**src/rtl/hz_pkg.sv**
```systemverilog
package hz_pkg;

    typedef enum logic [1:0] {
        FWD_RF  = 2'd0,
        FWD_ALU = 2'd1,
        FWD_MEM = 2'd2,
        FWD_WB  = 2'd3
    } fwd_sel_e;

    typedef struct packed {
        logic rf;
        logic alu;
        logic mem;
        logic wb;
    } stage_vld_t;

endpackage

```
**src/rtl/hz_stage_track.sv**
```systemverilog
module hz_stage_track
    import hz_pkg::*;
(
    input  logic clk,
    input  logic rst_n,
    input  logic stall,
    input  logic annul_if,
    output logic rf_vld,
    output logic alu_vld,
    output logic mem_vld,
    output logic wb_vld
);

    stage_vld_t vld_d, vld_q;

    always_comb begin
        vld_d     = vld_q;
        vld_d.wb  = vld_q.mem;
        vld_d.mem = vld_q.alu;
        vld_d.alu = vld_q.rf & ~stall;
        if (!stall) begin
            vld_d.rf = ~annul_if;
        end
    end

    always_ff @(posedge clk or negedge rst_n) begin
        if (!rst_n) begin
            vld_q <= '0;
        end else begin
            vld_q <= vld_d;
        end
    end

    assign rf_vld  = vld_q.rf;
    assign alu_vld = vld_q.alu;
    assign mem_vld = vld_q.mem;
    assign wb_vld  = vld_q.wb;


    bubble_after_stall_chk: assert property (@(posedge clk) disable iff (!rst_n)
        stall |=> !alu_vld);


    rf_held_chk: assert property (@(posedge clk) disable iff (!rst_n)
        stall |=> rf_vld);


    slot_squash_chk: assert property (@(posedge clk) disable iff (!rst_n)
        annul_if |=> !rf_vld);


    shift_mem_chk: assert property (@(posedge clk) disable iff (!rst_n)
        alu_vld |=> mem_vld);

endmodule

```
**src/rtl/hz_operand_fwd.sv**
```systemverilog
module hz_operand_fwd
    import hz_pkg::*;
#(
    parameter int REG_W = 5
) (
    input  logic [REG_W-1:0] src,
    input  logic             alu_ok,
    input  logic [REG_W-1:0] alu_dst,
    input  logic             alu_ld,
    input  logic             mem_ok,
    input  logic [REG_W-1:0] mem_dst,
    input  logic             mem_ld,
    input  logic             wb_ok,
    input  logic [REG_W-1:0] wb_dst,
    output fwd_sel_e         sel,
    output logic             load_haz
);

    localparam logic [REG_W-1:0] ZERO_REG = '1;

    logic src_live;
    logic hit_alu, hit_mem, hit_wb;

    always_comb begin
        src_live = (src != ZERO_REG);
        hit_alu  = src_live & alu_ok & (src == alu_dst);
        hit_mem  = src_live & mem_ok & (src == mem_dst);
        hit_wb   = src_live & wb_ok  & (src == wb_dst);
        sel      = FWD_RF;
        load_haz = 1'b0;
        if (hit_alu) begin
            if (alu_ld) load_haz = 1'b1;
            else        sel      = FWD_ALU;
        end else if (hit_mem) begin
            if (mem_ld) load_haz = 1'b1;
            else        sel      = FWD_MEM;
        end else if (hit_wb) begin
            sel = FWD_WB;
        end
    end

endmodule

```
**src/rtl/hazard_ctrl.sv**
```systemverilog
module hazard_ctrl
    import hz_pkg::*;
#(
    parameter int REG_W = 5
) (
    input  logic             clk,
    input  logic             rst_n,
    input  logic [REG_W-1:0] rf_src_a,
    input  logic [REG_W-1:0] rf_src_b,
    input  logic             rf_br_taken,
    input  logic [REG_W-1:0] alu_dst,
    input  logic             alu_we,
    input  logic             alu_ld,
    input  logic [REG_W-1:0] mem_dst,
    input  logic             mem_we,
    input  logic             mem_ld,
    input  logic [REG_W-1:0] wb_dst,
    input  logic             wb_we,
    output logic [1:0]       fwd_sel_a,
    output logic [1:0]       fwd_sel_b,
    output logic             stall,
    output logic             annul_if,
    output logic             annul_rf,
    output logic             annul_alu
);

    localparam int               NUM_SRC  = 2;
    localparam logic [REG_W-1:0] ZERO_REG = '1;

    logic rf_vld, alu_vld, mem_vld, wb_vld;
    logic alu_ok, mem_ok, wb_ok;

    logic [REG_W-1:0] src_arr [NUM_SRC];
    fwd_sel_e         sel_arr [NUM_SRC];
    logic [NUM_SRC-1:0] haz_vec;

    hz_stage_track u_trk (
        .clk      (clk),
        .rst_n    (rst_n),
        .stall    (stall),
        .annul_if (annul_if),
        .rf_vld   (rf_vld),
        .alu_vld  (alu_vld),
        .mem_vld  (mem_vld),
        .wb_vld   (wb_vld)
    );

    assign alu_ok = alu_vld & alu_we & (alu_dst != ZERO_REG);
    assign mem_ok = mem_vld & mem_we & (mem_dst != ZERO_REG);
    assign wb_ok  = wb_vld  & wb_we  & (wb_dst  != ZERO_REG);

    assign src_arr[0] = rf_src_a;
    assign src_arr[1] = rf_src_b;

    for (genvar g = 0; g < NUM_SRC; g++) begin : g_op
        hz_operand_fwd #(.REG_W(REG_W)) u_op (
            .src      (src_arr[g]),
            .alu_ok   (alu_ok),
            .alu_dst  (alu_dst),
            .alu_ld   (alu_ld),
            .mem_ok   (mem_ok),
            .mem_dst  (mem_dst),
            .mem_ld   (mem_ld),
            .wb_ok    (wb_ok),
            .wb_dst   (wb_dst),
            .sel      (sel_arr[g]),
            .load_haz (haz_vec[g])
        );


        no_early_load_chk: assert property (@(posedge clk) disable iff (!rst_n)
            (sel_arr[g] == FWD_ALU) |-> !alu_ld);


        zero_src_chk: assert property (@(posedge clk) disable iff (!rst_n)
            (src_arr[g] == ZERO_REG) |-> (sel_arr[g] == FWD_RF));


        valid_src_chk: assert property (@(posedge clk) disable iff (!rst_n)
            (sel_arr[g] == FWD_MEM) |-> mem_vld);
    end

    assign stall     = rf_vld & (|haz_vec);
    assign annul_rf  = stall;
    assign annul_if  = rf_vld & rf_br_taken & ~stall;
    assign annul_alu = 1'b0;
    assign fwd_sel_a = sel_arr[0];
    assign fwd_sel_b = sel_arr[1];


    stall_needs_rf_chk: assert property (@(posedge clk) disable iff (!rst_n)
        stall |-> rf_vld);

endmodule

```
**config.mk**
```make
export PLATFORM = sky130hd
export DESIGN_NAME = hazard_ctrl
export DESIGN_NICKNAME = d
export VERILOG_FILES = /design/src/rtl/hz_pkg.sv /design/src/rtl/hz_stage_track.sv /design/src/rtl/hz_operand_fwd.sv /design/src/rtl/hazard_ctrl.sv
export SDC_FILE = /design/constraint.sdc
export NUM_CORES = 1
export LEC_CHECK = 0
export BUFFER_PORTS_ARGS = -buffer_cell sky130_fd_sc_hd__buf_2
export CAP_MARGIN = 5
export CORE_MARGIN = 2
export CORE_UTILIZATION = 39
export CTS_CLUSTER_SIZE = 30
export DETAILED_ROUTE_END_ITERATION = 10
export PLACE_DENSITY = 0.77
export SYNTH_ARGS = -nofsm -noshare
export SYNTH_HDL_FRONTEND = slang
export SYNTH_SLANG_ARGS = --single-unit
```
**constraint.sdc**
```tcl
create_clock -name clk -period 1.7 [get_ports clk]
set_input_delay 0.34 -clock clk [delete_from_list [all_inputs] [get_ports clk]]
set_output_delay 0.34 -clock clk [all_outputs]
set_load 0.02 [all_outputs]
```
==> impl_metrics.tcl <==
set metrics [dict create \
    cts.clk_slew.worst_paths_ns 0.04 \
    synth_top_area_frac 0.2771 \
    finalCritPeriodShare 1.205 \
    cts_sinks 4 \
    worstSetupEndpointType "primary output" \
    fin_crit_ns 2.048 \
    power.density_mw_per_mm2 384.3 \
    synth_area_leaders "xor2_1 28%, dfrtp_1 14%, xnor2_1 8.4%" \
    antenna_cells 0 \
    crit_fanout 3 \
    dp_cells 169 \
    cts_tree "done" \
    totalWireLength_um 2831 \
    drc 0 \
    io_buffers 39 \
    dp_slack_ns -0.3738 \
    antenna_found_initial 0 \
    wl_met3_um 164 \
    synth_most_common_cell "xor2_1" \
    vias_per_cell 5.269 \
    die_y_um 47.18 \
    h-tree-depth 1 \
    max_stage_delay_ns 0.37 \
    worst_skew_pair.late_latency_ns 0.25 \
    ant_nets 0 \
    leakage_uw 0.0006352 \
    met1_length_um 1077 \
    vias 959 \
    hpwl_um 1963 \
    synth_warnings 0 \
    cp_top_family "compound AO/OA/AOI/OAI gates" \
    fin_area_mm2 0.001399 \
    synthesis.instances 87 \
    start_kind "register" \
    synth_edf_count 0 \
    grt_max_degree 8 \
    dieArea_mm2 0.002225 \
    place_area_mm2 0.001140 \
    grt_usage 0.2451 \
    hold_viol_final 0 \
    irDropWorstVdd_v 0.0003257 \
    gp_congestion 0.8253 \
    cp.buffers_inverters 1 \
    yosysSeqAreaShare 0.1377 \
    critPathArrivalTime_ns 1.71 \
    clock-root-buffer "clkbuf_4" \
    syn_area_per_cell_um2 8.356 \
    status "complete, but fails checks" \
    wl_per_cell_um 15.55 \
    wl_met2_um 1494 \
    regArea_um2 100.1 \
    crit_type "reg -> out" \
    failed_checks "negative setup slack" \
    cts_max_path_buffers 2 \
    ys_ff_latch 4 \
    yosys-top-cells-count "23 x xor2_1, 7 x xnor2_1, 5 x and3_1, 5 x nand4_1" \
    fp.coreArea_mm2 0.001745 \
    yosysUniqueCellTypes 30 \
    grt_pass1_vias 944 \
    setup_violations 7 \
    first_pass_iters 4 \
    rows 15 \
    critPathRequiredTime_ns 1.36 \
    area_growth_syn_to_layout_pct 92.43 \
    drv_cap 0 \
    yosysTopAreaCell "xor2_1" \
    top_layer "met4" \
    hp-class "in -> reg" \
    fin_skew_ns 0.005696 \
    nNetsFinal 192 \
    multi_input_area_um2 742.0 \
    die_w_um 47.18 \
    slew_violations 0 \
    numCtsBuffers 3 \
    grt-ovfl-total 0 \
    timing.fmax_mhz 488.3 \
    fillers 105 \
    drtIter0Drc 23 \
    synth_area_um2 726.9 \
    grt_pass1_wl_um 3843 \
    rsz0062_at_grt "yes" \
    slowest_stage "dfrtp_1" \
    final_layout_size_suffix_gt1_frac 0.6561 \
    ys_async_sr_fraction 1.000 \
    synth_flop_cell "dfrtp_1" \
    cp_cell_sequence "nand2_2 -> a31oi_4 -> nand4_1 -> and3_4 -> o31a_1 -> buf_6" \
    stdcell_count 182 \
    io_pins 41 \
    synth_fp_nets 120 \
    worst_slack_ns -0.3480 \
    start_util 0.4165 \
]
[cells by family (layout without fill, tap and decap cells)]
logic type | after synthesis | in the layout | synth area share
AND/OR/NAND/NOR | 35 | 35 | 0.3046
flip-flops | 4 | 4 | 0.1377
other | 1 | 1 | 0.005159
buffers and inverters | 4 | 74 | 0.04130
XOR/XNOR | 30 | 30 | 0.3614
multiplexers | 2 | 2 | 0.02754
AO/OA/AOI/OAI | 11 | 11 | 0.1222
[layout make-up]
class                   instances  area share
well taps                      25     0.02236
inverters                       1    0.002683
repair buffers                 70      0.3569
multi-input cells              79      0.5304
flip-flops and latches          4     0.07156
clock buffers                   3     0.01610
[metal layers]
metal	GRT usage	vias up
met5	0	-
met3	0.01538	10
met1	0.2454	450
met2	0.5041	48
met4	0.1056	0
li1	-	451
[state kept, by name, summed over array words and instances, names as in the netlist]
name	cells
u_trk.alu_vld	1
u_trk.rf_vld	1
u_trk.wb_vld	1
u_trk.mem_vld	1
[layout by cell type, fill, tap and decap left out, types with 4 or more instances in the layout]
cell type	netlist	layout
xor2_1	23	21
dfrtp_1	4	4
xnor2_1	7	7
buf_4	2	35
buf_6	1	9
buf_2	0	25
nand4_1	5	5
and3_4	0	5
[repair_timing]
| item | 4_1_cts | 5_1_grt |
|---|---|---|
| setup endpoints to repair | 7 | 7 |
| hold endpoints to repair | 4 | 0 |
| resized for setup | 28 | 12 |
| pin swaps | 20 | 6 |
| hold buffers | 1 | 0 |
| buffers inserted | 7 | 2 |
[worst paths after layout]
| kind | start | end | slack (ns) | cells after the start |
|---|---|---|---|---|
| worst max-delay path | u_trk.alu_vld | annul_rf | -0.35 | 6 |
| worst min-delay path | mem_ld | u_trk.alu_vld | 0.39 | 2 |
| worst max register to register | u_trk.alu_vld | u_trk.rf_vld | 0.05 | 7 |
| worst min register to register | u_trk.mem_vld | u_trk.wb_vld | 0.52 | 1 |
| max in group asynchronous | rst_n | u_trk.rf_vld | 1.15 | 2 |
| min in group asynchronous | rst_n | u_trk.mem_vld | 0.43 | 2 |
[stage by stage]
step | setup TNS [ns] | hold WS [ns] | power (uW) | utilization
CTS | -1.860 | 0.3757 | 507.2 | 0.7634
global placement | -1.950 | 0.1446 | 331.6 | 0.6530
finish | -2.222 | 0.3864 | 537.5 | 0.8014
floorplan | -0.8364 | 0.04441 | 219.3 | -
detailed placement | -2.431 | 0.1522 | 341.6 | 0.6530
global route | -2.641 | 0.3984 | 563.3 | 0.8014
[power by group]
group          switching, uW  internal [uW]  total, uW
sequential              5.86            105        111
clock                   50.9           79.8        131
combinational            144            152        296
Note: power is estimated with default switching activity, not from simulation.
